<file path="src/rtl/bfc_pkg.sv">
package bfc_pkg;
  typedef enum logic [2:0] {
    ST_IDLE,
    ST_ACTIVE,
    ST_WAIT_RETRY,
    ST_BUS_GRANTED,
    ST_STOPPED,
    ST_DOUBLE_FAULT
  } bfc_state_e;
endpackage

</file>
<file path="src/rtl/bfc_sync.sv">
module bfc_sync #(
  parameter int unsigned W      = 3,
  parameter int unsigned STAGES = 2,
  parameter logic [W-1:0] RST_VAL = '1
) (
  input  logic         clk_i,
  input  logic         rst_ni,
  input  logic [W-1:0] d_i,
  output logic [W-1:0] q_o
);
  logic [STAGES-1:0][W-1:0] stg_q;

  always_ff @(posedge clk_i or negedge rst_ni) begin
    if (!rst_ni) stg_q <= {STAGES{RST_VAL}};
    else         stg_q <= {stg_q[STAGES-2:0], d_i};
  end

  assign q_o = stg_q[STAGES-1];
endmodule

</file>
<file path="src/rtl/bfc_hold.sv">
module bfc_hold #(
  parameter int unsigned W = 8
) (
  input  logic         clk_i,
  input  logic         rst_ni,
  input  logic         load_i,
  input  logic [W-1:0] d_i,
  output logic [W-1:0] q_o
);
  always_ff @(posedge clk_i or negedge rst_ni) begin
    if (!rst_ni)     q_o <= '0;
    else if (load_i) q_o <= d_i;
  end

  // saved cycle must survive retries and reruns untouched
  p_hold_stable_r5: assert property (@(posedge clk_i) disable iff (!rst_ni)
    !load_i |=> $stable(q_o));
endmodule

</file>
<file path="src/rtl/bfc_seq.sv">
module bfc_seq
  import bfc_pkg::*;
#(
  parameter int unsigned RETRY_DLY = 2
) (
  input  logic       clk_i,
  input  logic       rst_ni,
  input  logic       req_i,
  input  logic       req_lock_i,
  input  logic       exc_done_i,
  input  logic       berr_i,
  input  logic       halt_i,
  input  logic       br_i,
  input  logic       dack_i,
  output bfc_state_e state_o,
  output logic       load_o,
  output logic       complete_o,
  output logic       done_o,
  output logic       fault_o,
  output logic       fault_locked_o,
  output logic       lock_o
);
  localparam int unsigned CW = (RETRY_DLY < 2) ? 1 : $clog2(RETRY_DLY + 1);

  bfc_state_e     state_q, state_d;
  logic [CW-1:0]  cnt_q;
  logic           in_exc_q, rerun_q, lock_q;
  logic           fault_c, set_rerun;

  always_comb begin
    state_d    = state_q;
    load_o     = 1'b0;
    complete_o = 1'b0;
    fault_c    = 1'b0;
    set_rerun  = 1'b0;
    unique case (state_q)
      ST_IDLE: begin
        if (br_i && !lock_q) state_d = ST_BUS_GRANTED;
        else if (req_i) begin
          state_d = ST_ACTIVE;
          load_o  = 1'b1;
        end else if (halt_i) state_d = ST_STOPPED;
      end
      ST_ACTIVE: begin
        if (berr_i && halt_i) begin
          if (br_i && !lock_q) begin
            state_d   = ST_BUS_GRANTED;
            set_rerun = 1'b1;
          end else state_d = ST_WAIT_RETRY;
        end else if (berr_i) begin
          if (in_exc_q) state_d = ST_DOUBLE_FAULT;
          else begin
            fault_c = 1'b1;
            state_d = ST_IDLE;
          end
        end else if (dack_i) begin
          complete_o = 1'b1;
          state_d    = halt_i ? ST_STOPPED : ST_IDLE;
        end
      end
      ST_WAIT_RETRY: begin
        if (!berr_i && !halt_i && cnt_q == CW'(RETRY_DLY - 1)) state_d = ST_ACTIVE;
      end
      ST_BUS_GRANTED: begin
        if (!br_i) state_d = rerun_q ? ST_WAIT_RETRY : ST_IDLE;
      end
      ST_STOPPED: begin
        if (!halt_i) state_d = ST_IDLE;
      end
      ST_DOUBLE_FAULT: state_d = ST_DOUBLE_FAULT;
      default:         state_d = ST_IDLE;
    endcase
  end

  always_ff @(posedge clk_i or negedge rst_ni) begin
    if (!rst_ni) begin
      state_q        <= ST_IDLE;
      cnt_q          <= '0;
      in_exc_q       <= 1'b0;
      rerun_q        <= 1'b0;
      lock_q         <= 1'b0;
      done_o         <= 1'b0;
      fault_o        <= 1'b0;
      fault_locked_o <= 1'b0;
    end else begin
      state_q <= state_d;
      if (state_q == ST_WAIT_RETRY && !berr_i && !halt_i && state_d == ST_WAIT_RETRY)
        cnt_q <= cnt_q + CW'(1);
      else
        cnt_q <= '0;
      if (fault_c)         in_exc_q <= 1'b1;
      else if (exc_done_i) in_exc_q <= 1'b0;
      if (set_rerun) rerun_q <= 1'b1;
      else if (state_q == ST_BUS_GRANTED && !br_i) rerun_q <= 1'b0;
      if (load_o) lock_q <= req_lock_i;
      done_o         <= complete_o;
      fault_o        <= fault_c;
      fault_locked_o <= fault_c & lock_q;
    end
  end

  assign state_o = state_q;
  assign lock_o  = lock_q;

  p_fault_pulse_r4: assert property (@(posedge clk_i) disable iff (!rst_ni)
    fault_o |=> !fault_o);
  p_done_fault_excl_r2: assert property (@(posedge clk_i) disable iff (!rst_ni)
    !(done_o && fault_o));
  p_retry_hold_r6: assert property (@(posedge clk_i) disable iff (!rst_ni)
    (state_q == ST_WAIT_RETRY && (berr_i || halt_i)) |=> state_q != ST_ACTIVE);
  p_no_release_locked_r8: assert property (@(posedge clk_i) disable iff (!rst_ni)
    (lock_q && state_q != ST_BUS_GRANTED) |=> state_q != ST_BUS_GRANTED);
  p_df_sticky_r11: assert property (@(posedge clk_i) disable iff (!rst_ni)
    state_q == ST_DOUBLE_FAULT |=> state_q == ST_DOUBLE_FAULT);
endmodule

</file>
<file path="src/rtl/bus_fault_ctrl.sv">
module bus_fault_ctrl
  import bfc_pkg::*;
#(
  parameter int unsigned AW        = 24,
  parameter int unsigned DW        = 16,
  parameter int unsigned RETRY_DLY = 2,
  parameter int unsigned SYNC_STG  = 2
) (
  input  logic          clk_i,
  input  logic          rst_ni,
  input  logic          req_i,
  input  logic [AW-1:0] req_addr_i,
  input  logic [2:0]    req_fc_i,
  input  logic [1:0]    req_size_i,
  input  logic          req_write_i,
  input  logic [DW-1:0] req_wdata_i,
  input  logic          req_lock_i,
  input  logic          exc_done_i,
  output logic          done_o,
  output logic [DW-1:0] rdata_o,
  output logic          fault_o,
  output logic          fault_locked_o,
  output logic          as_no,
  output logic          ds_no,
  output logic          rw_o,
  output logic [AW-1:0] addr_o,
  output logic [2:0]    fc_o,
  output logic [1:0]    size_o,
  output logic [DW-1:0] data_o,
  output logic          data_oe_o,
  input  logic [DW-1:0] data_i,
  input  logic          dack_ni,
  input  logic          berr_ni,
  input  logic          halt_ni,
  input  logic          br_ni,
  output logic          bg_no,
  output logic          halt_no,
  output logic          rmc_no
);
  localparam int unsigned HW = AW + 3 + 2 + 1 + DW;

  logic [2:0]    raw_n, sync_n;
  logic          berr_s, halt_s, br_s;
  logic [HW-1:0] hold_d, hold_q;
  logic          load, complete, lock, wr_q;
  bfc_state_e    state;

  assign raw_n = {br_ni, halt_ni, berr_ni};

  bfc_sync #(.W(3), .STAGES(SYNC_STG), .RST_VAL(3'b111)) u_sync (
    .clk_i (clk_i),
    .rst_ni(rst_ni),
    .d_i   (raw_n),
    .q_o   (sync_n)
  );

  assign berr_s = ~sync_n[0];
  assign halt_s = ~sync_n[1];
  assign br_s   = ~sync_n[2];

  assign hold_d = {req_addr_i, req_fc_i, req_size_i, req_write_i, req_wdata_i};

  bfc_hold #(.W(HW)) u_hold (
    .clk_i (clk_i),
    .rst_ni(rst_ni),
    .load_i(load),
    .d_i   (hold_d),
    .q_o   (hold_q)
  );

  assign {addr_o, fc_o, size_o, wr_q, data_o} = hold_q;

  bfc_seq #(.RETRY_DLY(RETRY_DLY)) u_seq (
    .clk_i         (clk_i),
    .rst_ni        (rst_ni),
    .req_i         (req_i),
    .req_lock_i    (req_lock_i),
    .exc_done_i    (exc_done_i),
    .berr_i        (berr_s),
    .halt_i        (halt_s),
    .br_i          (br_s),
    .dack_i        (~dack_ni),
    .state_o       (state),
    .load_o        (load),
    .complete_o    (complete),
    .done_o        (done_o),
    .fault_o       (fault_o),
    .fault_locked_o(fault_locked_o),
    .lock_o        (lock)
  );

  always_ff @(posedge clk_i or negedge rst_ni) begin
    if (!rst_ni)                 rdata_o <= '0;
    else if (complete && !wr_q)  rdata_o <= data_i;
  end

  assign as_no     = (state != ST_ACTIVE);
  assign ds_no     = (state != ST_ACTIVE);
  assign data_oe_o = (state == ST_ACTIVE) && wr_q;
  assign rw_o      = ~wr_q;
  assign bg_no     = (state != ST_BUS_GRANTED);
  assign halt_no   = (state != ST_DOUBLE_FAULT);
  assign rmc_no    = ~lock;
endmodule

</file>
<file path="config.mk">
export PLATFORM = sky130hd
export DESIGN_NAME = bus_fault_ctrl
export DESIGN_NICKNAME = d
export VERILOG_FILES = /design/src/rtl/bfc_pkg.sv /design/src/rtl/bfc_sync.sv /design/src/rtl/bfc_hold.sv /design/src/rtl/bfc_seq.sv /design/src/rtl/bus_fault_ctrl.sv
export SDC_FILE = /design/constraint.sdc
export NUM_CORES = 1
export LEC_CHECK = 0
export ABC_AREA = 1
export CORE_UTILIZATION = 40
export CTS_BUF_LIST = sky130_fd_sc_hd__clkbuf_4 sky130_fd_sc_hd__clkbuf_8
export CTS_CLUSTER_SIZE = 24
export DETAILED_ROUTE_END_ITERATION = 12
export PLACE_DENSITY = 0.75
export RECOVER_POWER = 25
export SYNTH_ARGS = -nofsm -noshare
export SYNTH_HDL_FRONTEND = slang
export SYNTH_SLANG_ARGS = --single-unit
</file>
<file path="constraint.sdc">
create_clock -name clk_i -period 2.3 [get_ports clk_i]
set_input_delay 0.46 -clock clk_i [delete_from_list [all_inputs] [get_ports clk_i]]
set_output_delay 0.46 -clock clk_i [all_outputs]
set_load 0.01 [all_outputs]
</file>
==> impl_metrics.ini, run 1 <==
[placement]
post-place-ws_ps = 270
dp_hpwl_um = 5430
place_congestion = 0.779
numPortBuffers = 141

[synthesis]
ys_warn_count = 0
synth-xor-area-share = 0
synthAdderAreaFrac = 0.00340
avgSynthCellArea_um2 = 9.35
synth_compound_area_frac = 0.125
yosys.area.top_type = dfrtp_1
ys_seq_elements = 79
synth_nets = 465
synth_cell_types = 27
synth_area_leaders = dfrtp_1 (50%), buf_4 (9.8%), inv_1 (7.6%)
synth-simple-area-share = 0.127
syn_inst = 393
synth_mux_area_frac = 0
synth_top_family_by_area = buffers and inverters
synth_area_um2 = 3670
yosysSeqAreaShare = 0.540
synth_top_area_frac = 0.497

[timing]
fmaxAchievable_ghz = 0.473
hold_viol = 0
setup_viol = 0
relSlewSlack = 0.278
clock_skew_ps = 12.1
worstMarginPinSlew_ps = 1080
slew_viol_final = 0
rsz0062_at_grt = no
timing.final.crit_share = 0.920
setup_tns_ps = 0
setup_ws_ps = 184
fin_crit_ps = 2120

[layout]
final_cell_mix = clkdlybuf4s50_1 (136), inv_1 (74), nand2_1 (72)
layout-drive-gt1-share = 0.127
nets = 562
diodes = 0
layout_commonest_cell = clkdlybuf4s50_1
syn_to_final_growth_pct = 37.3

[power_and_ir_drop]
leakagePower_nw = 2.46
power_density_nw_per_um2 = 1130
irDropWorstVdd_mv = 0.484

[floorplan]
die_area_um2 = 9570
coreArea_um2 = 8810
num_rows = 34
ios = 142
initial_core_util = 0.417
die-height_um = 97.9
die_w_um = 97.9

[global_routing]
grt_pass1_wl_um = 12800
grtUsageTotal = 0.168
grt_pass1_vias = 2764
grt_antenna_before_repair = 0
grt_max_degree = 61
grt_overflow = 0

[setup_path]
cpPeakStageDelay_ps = 490
critPathMaxFanout = 5
cpMaxStageDelayCell = clkdlybuf4s50_1
worstSetupStartpointType = register
crit_path_frequent_cell = inv_1
cp-end-kind = output pin
r2r_slack_ps = 690
crit_type = reg2out
path_cells = inv_1 > nand2_2 > nor2_4 > inv_1 > clkdlybuf4s50_1
cp_data_arrival_time_ps = 1660
r2r.worst_path.cells = 5
cp.required_ps = 1840

[clocking]
cts_hold_buf = 0
clkTransAtPathRegs_ps = 80
cts-root-buf = clkbuf_8
cts_tree = built
clk_path_buf_depth = 2
cts.sinks = 79
cts_buffers = 9
cts.htree.levels = 3
insertion_delay_ps = 340

[job]
maxCapViolCount = 0

[drt]
postRouteAntennaNets = 0
firstDrtPassIters = 8
drt_iter0_drc = 108
drc = 18
wire_per_inst_um = 12.2
vias = 2642
wirelength_um = 7350
viasPerCell = 4.38

[status]
status = complete, but fails checks
violations = DRC

[hold_path]
hp-class = in2async
==> cells by family after synthesis <==
| family | count (synthesis) |
|---|---|
| flops | 79 |
| compound gates | 72 |
| simple gates | 106 |
| buf+inv | 135 |
| fa+ha+maj | 1 |
==> layer usage <==
layer  global-route usage  share of wire
met1                0.202           0.42
met2                0.271           0.47
met3               0.0680           0.10
met4               0.0594         0.0080
met5                    0              0
==> Yosys cell counts, drive strengths merged <==
cell and count:
nand4 2, a21oi 2, dfstp 6, and2 1, a31oi 1, nor3 2, nand3 9, o21ai 69
dfrtp 73, buf 58, nand3b 1, nand2 74, clkbuf 1, ha 1, nor2 17, inv 76
==> power breakdown <==
| group | switching (mW) | internal, mW | total [mW] |
|---|---|---|---|
| Combinational | 1.00 | 1.26 | 2.26 |
| Sequential | 0.275 | 1.90 | 2.17 |
| Clock | 0.497 | 0.750 | 1.25 |
| Total | 1.77 | 3.91 | 5.68 |
==> through the flow <==
| step | utilization | std cells | area (um2) | hold WS (ps) | power, mW |
|---|---|---|---|---|---|
| detailed placement | 0.546 | 586 | 4810 | 347 | 4.48 |
| global route | 0.573 | 603 | 5050 | 366 | 6.09 |
| global placement | 0.546 | 586 | 4810 | 345 | 4.41 |
| floorplan | - | 393 | 3670 | 164 | 3.68 |
| CTS | 0.575 | 603 | 5060 | 116 | 5.78 |
| finish | 0.573 | 603 | 5050 | 308 | 5.68 |
==> state kept, by name, summed over array words and instances, names as in the netlist, 2 cells and up <==
register       flops
rdata_o           16
u_hold.q_o        46
u_seq.cnt_q        2
u_seq.state_o      3
u_sync.q_o         3
u_sync.stg_q       3
==> path summary, 6_finish.rpt <==
check,from,to
max reg2reg,u_sync.q_o[0]$_DFF_PN1_,rdata_o[8]$_DFFE_PN0P_
max in group asynchronous,rst_ni,u_hold.q_o[43]$_DFFE_PN0P_
min reg2reg,u_sync.stg_q[1]$_DFF_PN1_,u_sync.q_o[1]$_DFF_PN1_
min,rst_ni,rdata_o[5]$_DFFE_PN0P_
max,u_seq.state_o[1]$_DFF_PN0_,ds_no
min in group clk_i,u_sync.stg_q[1]$_DFF_PN1_,u_sync.q_o[1]$_DFF_PN1_
==> final cells by class <==
class / instances / area (um2)
Multi-Input combinational cell: 179 / 945
Clock inverter: 5 / 108
Inverter: 76 / 288
Timing Repair Buffer: 145 / 1450
Tap cell: 108 / 135
Sequential cell: 79 / 1990
Fill cell: 769 / 3760
Clock buffer: 11 / 139
==> critical path: cells and delay by family (launching register included) <==
family	cells	cell delay, ps
buffers and inverters	3	680
flip-flops	1	420
AND/OR/NAND/NOR	2	220
==> what timing repair did <==
item	4_1_cts	5_1_grt
endpoints found under the hold margin	0	0
resized for setup	3	0
setup buffers	1	0
setup endpoints to repair	1	0
Note: power is estimated with default switching activity, not from simulation.
==> run 2: changes to the inputs <==
--- a/config.mk
+++ b/config.mk
@@ -6,11 +6,11 @@
 export NUM_CORES = 1
 export LEC_CHECK = 0
 export ABC_AREA = 1
+export CORE_MARGIN = 2
 export CORE_UTILIZATION = 40
-export CTS_BUF_LIST = sky130_fd_sc_hd__clkbuf_4 sky130_fd_sc_hd__clkbuf_8
 export CTS_CLUSTER_SIZE = 24
 export DETAILED_ROUTE_END_ITERATION = 12
-export PLACE_DENSITY = 0.75
+export PLACE_DENSITY_LB_ADDON = 0.2
 export RECOVER_POWER = 25
 export SYNTH_ARGS = -nofsm -noshare
 export SYNTH_HDL_FRONTEND = slang
==> run 2 against run 1 <==
- the flow now finishes without violations
- final area shrank 0.30%
- core utilization down 0.17 points
- clock skew shrank 1.2 ps
- critical endpoint unchanged
- first-iteration DRC count fell by 23%
- worst setup slack better by 7.3 ps
- sequential share of layout area grew 0.12 points
- highest routed layer unchanged
- total power fell by 2.4%
- register-to-register slack about the same
- worst hold slack improved by 38 ps
==> impl_metrics.ini, run 2 (synthesis results as in run 1) <==
[drt]
wirelength_um = 7400
top_layer = met4
met3_wirelength_um = 678
postRouteAntennaNets = 0
drt-met1-wl_um = 3300
firstDrtPassIters = 4
vias = 2636
dr_wl_met2_um = 3320
viasPerCell = 4.37
drt_iter0_drc = 83
drc = 0
wire_per_inst_um = 12.3

[clocking]
cts-root-buf = clkbuf_8
cts.htree.levels = 3
clkTransAtPathRegs_ps = 80
clk_path_buf_depth = 2
insertion_delay_ps = 340
cts_buffers = 9
cts_hold_buf = 0
cts_tree = built
cts.sinks = 79

[placement]
dp_hpwl_um = 5450
numPortBuffers = 141
place_congestion = 0.915
place_inst = 586
post-place-ws_ps = 316
dpl_cell_area_um2 = 4820

[floorplan]
coreArea_um2 = 8810
ios = 142
die-height_um = 99.9
die_w_um = 99.9
die_area_um2 = 9970
initial_core_util = 0.417
num_rows = 34

[layout]
stdcell_count = 603
final_area_um2 = 5030
largest_reg_flops = 46
final_cell_mix = clkdlybuf4s50_1 (136), inv_1 (74), nand2_1 (72)
final_util = 0.571
top_regs = u_hold.q_o x46, rdata_o x16
layout-drive-gt1-share = 0.123
regMostFlops = u_hold.q_o
diodes = 0
nets = 562
syn_to_final_growth_pct = 36.9
layout_commonest_cell = clkdlybuf4s50_1

[timing]
setup_tns_ps = 0
hold_viol = 0
rsz0062_at_grt = no
relSlewSlack = 0.212
clock_skew_ps = 11.0
fin_crit_ps = 2110
timing.final.crit_share = 0.917
fmaxAchievable_ghz = 0.474
setup_ws_ps = 191
worstMarginPinSlew_ps = 1180
holdWs_ps = 346
slew_viol_final = 0
setup_viol = 0

[setup_path]
path_cells = inv_1 > nand2_2 > nor2_4 > inv_1 > clkdlybuf4s50_1
cpMaxStageDelayCell = clkdlybuf4s50_1
crit_path_frequent_cell = inv_1
critPathMaxFanout = 5
critical_path_buf_inv_count = 3
cpPeakStageDelay_ps = 490
crit_type = reg2out
cp-end-kind = output pin
r2r_slack_ps = 690
worstSetupStartpointType = register
cp.required_ps = 1840
cp_data_arrival_time_ps = 1650
crit_family = buffers and inverters

[job]
maxCapViolCount = 0

[power_and_ir_drop]
total_power_mw = 5.54
leakagePower_nw = 2.46
power_density_nw_per_um2 = 1100
irDropWorstVdd_mv = 0.478

[global_routing]
grt_pass1_vias = 2737
grt_antenna_before_repair = 0
grt_max_degree = 50
grt_overflow = 0
grt_pass1_wl_um = 12600
grtUsageTotal = 0.158

[status]
status = finished, final reports clean

[hold_path]
hp-class = in2async
-- run 2: changes by cell type in the layout (fill, tap and decap cells not counted) --
cell,delta
clkbuf_1,+2
clkbuf_4,-2
clkinv_2,+2
clkinv_4,-2
buf_12,+1
buf_4,-1
bufinv_16,-1
clkbuf_8,+1
dlygate4sd2_1,-1
dlymetal6s2s_1,+1
-- run 2: worst paths after layout --
path | cells past startpoint | end | startpoint
worst max-delay path | 5 | ds_no | u_seq.state_o[1]$_DFF_PN0_
worst min-delay path | 1 | u_hold.q_o[10]$_DFFE_PN0P_ | rst_ni
max in group asynchronous | 2 | u_hold.q_o[41]$_DFFE_PN0P_ | rst_ni
worst max register to register | 4 | rdata_o[4]$_DFFE_PN0P_ | u_sync.q_o[0]$_DFF_PN1_
worst min register to register | 0 | u_sync.q_o[0]$_DFF_PN1_ | u_sync.stg_q[0]$_DFF_PN1_
min in group clk_i | 0 | u_sync.q_o[0]$_DFF_PN1_ | u_sync.stg_q[0]$_DFF_PN1_
-- run 2: per-layer routing --
layer  vias to the layer above  global-route usage
li1                       1344                   -
met1                      1172               0.203
met2                       111               0.257
met3                         9              0.0494
met4                         0              0.0474
met5                         -                   0
-- run 2: layout make-up --
cell class,instances,area [um2]
well taps,108,135
flip-flops and latches,79,1990
repair buffers,145,1460
inverters,76,288
clock buffers,12,145
fillers,777,3770
clock inverters,4,70.1
multi-input cells,179,945
-- run 2: repair_timing --
item,4_1_cts,5_1_grt
endpoints found under the setup margin,1,1
buffers inserted,1,0
resized for setup,2,1
-- run 2: report_power, final --
part	leakage (nW)	switching (mW)	internal, mW
Sequential	1.00	0.269	1.90
Combinational	1.35	0.992	1.26
Clock	0.110	0.479	0.639
==> run 3: changes to the inputs <==
--- a/config.mk
+++ b/config.mk
@@ -6,10 +6,11 @@
 export NUM_CORES = 1
 export LEC_CHECK = 0
 export ABC_AREA = 1
-export CORE_MARGIN = 2
+export CORE_MARGIN = 5
 export CORE_UTILIZATION = 40
 export CTS_CLUSTER_SIZE = 24
 export DETAILED_ROUTE_END_ITERATION = 12
+export DONT_BUFFER_PORTS = 1
 export PLACE_DENSITY_LB_ADDON = 0.2
 export RECOVER_POWER = 25
 export SYNTH_ARGS = -nofsm -noshare
==> run 3 against run 2 <==
- worst hold slack got worse by 240 ps
- clock-buffer cell count down 1
- fmax rose by 5.5%
- die area up 12%
- flip-flop and latch count is the same
- final area shrank 29%
- the flow now finishes with violations (capacitance limit, slew limit)
- non-clock buffer count decreased by 142
- first-iteration DRC count grew 39%
- worst setup slack improved by 110 ps
- critical path type unchanged
==> impl_metrics.ini, run 3 (synthesis results as in run 1) <==
[setup_path]
reg2reg_to = rdata_o[0]$_DFFE_PN0P_
cp_data_arrival_time_ps = 1540
cp-end-kind = output pin
r2r_start = u_sync.q_o[0]$_DFF_PN1_
crit_type = reg2out
critPathMaxFanout = 7
r2r.worst_path.cells = 5
worstSetupStartpointType = register
startpoint = u_seq.state_o[1]$_DFF_PN0_
r2r_slack_ps = 720
endpoint = data_oe_o
cp.required_ps = 1840

[drt]
drc = 0
wirelength_um = 6600
viasPerCell = 4.62
drt_iter0_drc = 115
postRouteAntennaNets = 0
wire_per_inst_um = 14.3
vias = 2141
firstDrtPassIters = 4

[timing]
setup_viol = 0
hold_viol = 0
slew_viol_final = 80
clock_skew_ps = 8.32
relSlewSlack = -0.163
timing.final.crit_share = 0.869
fmaxAchievable_ghz = 0.500
rsz0062_at_grt = no
setup_tns_ps = 0
worstMarginPinSlew_ps = 1740
fin_crit_ps = 2000

[layout]
fillers = 920
layout-drive-gt1-share = 0.165
diodes = 0
final_cell_mix = inv_1 (74), dfrtp_1 (73), nand2_1 (72)
top_regs = u_hold.q_o x46, rdata_o x16
final_util = 0.395
layout_commonest_cell = inv_1
largest_reg_flops = 46
stdcell_count = 463
nets = 420
syn_to_final_growth_pct = -2.21
final_area_um2 = 3590
regMostFlops = u_hold.q_o

[status]
status = complete, but fails checks
violations = capacitance limit, slew limit

[power_and_ir_drop]
total_power_mw = 4.44
power_density_nw_per_um2 = 1230
irDropWorstVdd_mv = 0.363
leakagePower_nw = 1.89

[floorplan]
die-height_um = 106
ios = 142
initial_core_util = 0.403
coreArea_um2 = 9110
die_w_um = 106
die_area_um2 = 11200
num_rows = 35

[global_routing]
grt_max_degree = 80
grt_pass1_vias = 2153
grtUsageTotal = 0.120
grt_overflow = 0
grt_antenna_before_repair = 0
grt_pass1_wl_um = 10800

[clocking]
cts_resized = 0
cts-root-buf = clkbuf_8
clk_path_buf_depth = 2
cts_buffers = 9
cts.sinks = 79
insertion_delay_ps = 340
cts.htree.levels = 3
clkTransAtPathRegs_ps = 80
cts_tree = built
postCtsSetupRepairBufs = 0
cts_hold_buf = 1

[job]
maxCapViolCount = 1

[placement]
place_congestion = 0.786
dp_hpwl_um = 4760
place_inst = 447
numPortBuffers = 0
dpl_cell_area_um2 = 3380

[hold_path]
hp-class = in2reg
[run 3: cell types whose count changed in the layout (fill, tap and decap cells not counted), sizes merged]
| cell | delta |
|---|---|
| bufinv | -1 |
| clkbuf | -3 |
| clkdlybuf4s50 | -136 |
| clkinv | -2 |
| clkinvlp | +2 |
| dlygate4sd3 | -3 |
| dlymetal6s2s | -1 |
| inv | +1 |
[run 3: layer usage]
layer	routed length [um]	share of wire	track usage	vias to the layer above
li1	-	-	-	1062
met1	2880	0.44	0.151	963
met2	2830	0.43	0.172	105
met3	780	0.12	0.0637	11
met4	108	0.016	0.0500	0
met5	0	0	0	-
[run 3: cell type report]
class	instances	area (um2)	share of cell area
repair buffers	3	32.5	0.00905
flip-flops and latches	79	1980	0.552
clock inverters	4	53.8	0.0150
well taps	111	139	0.0386
multi-input cells	179	945	0.263
inverters	76	288	0.0801
clock buffers	11	151	0.0421
[run 3: stage by stage]
stage	hold slack (ps)	setup WS, ps
final	110	301
after floorplan	164	804
after global routing	71.5	199
after detailed placement	166	668
after global placement	166	670
after CTS	2.40	280
[run 3: critical path, cell delays in order, from the launching register on]
cell     delay [ps]
dfrtp_1         470
inv_1           120
nand2_2          80
nor2_4          150
inv_1           170
nor2_1          220
[run 3: report_power, final]
| part | internal (mW) | switching (mW) | total, mW |
|---|---|---|---|
| registers | 1.90 | 0.598 | 2.50 |
| clock network | 0.559 | 0.489 | 1.05 |
| logic | 0.362 | 0.530 | 0.891 |
[run 3: worst min path at each step]
stage | from | end | slack [ps] | cells past startpoint
global placement | rst_ni | u_hold.q_o[8]$_DFFE_PN0P_ | 170 | 0
detailed placement | rst_ni | u_hold.q_o[8]$_DFFE_PN0P_ | 170 | 0
CTS | rst_ni | u_hold.q_o[8]$_DFFE_PN0P_ | 2 | 1
finish | br_ni | u_sync.stg_q[2]$_DFF_PN1_ | 110 | 0
global route | br_ni | u_sync.stg_q[2]$_DFF_PN1_ | 70 | 0
floorplan | rst_ni | rdata_o[0]$_DFFE_PN0P_ | 160 | 0
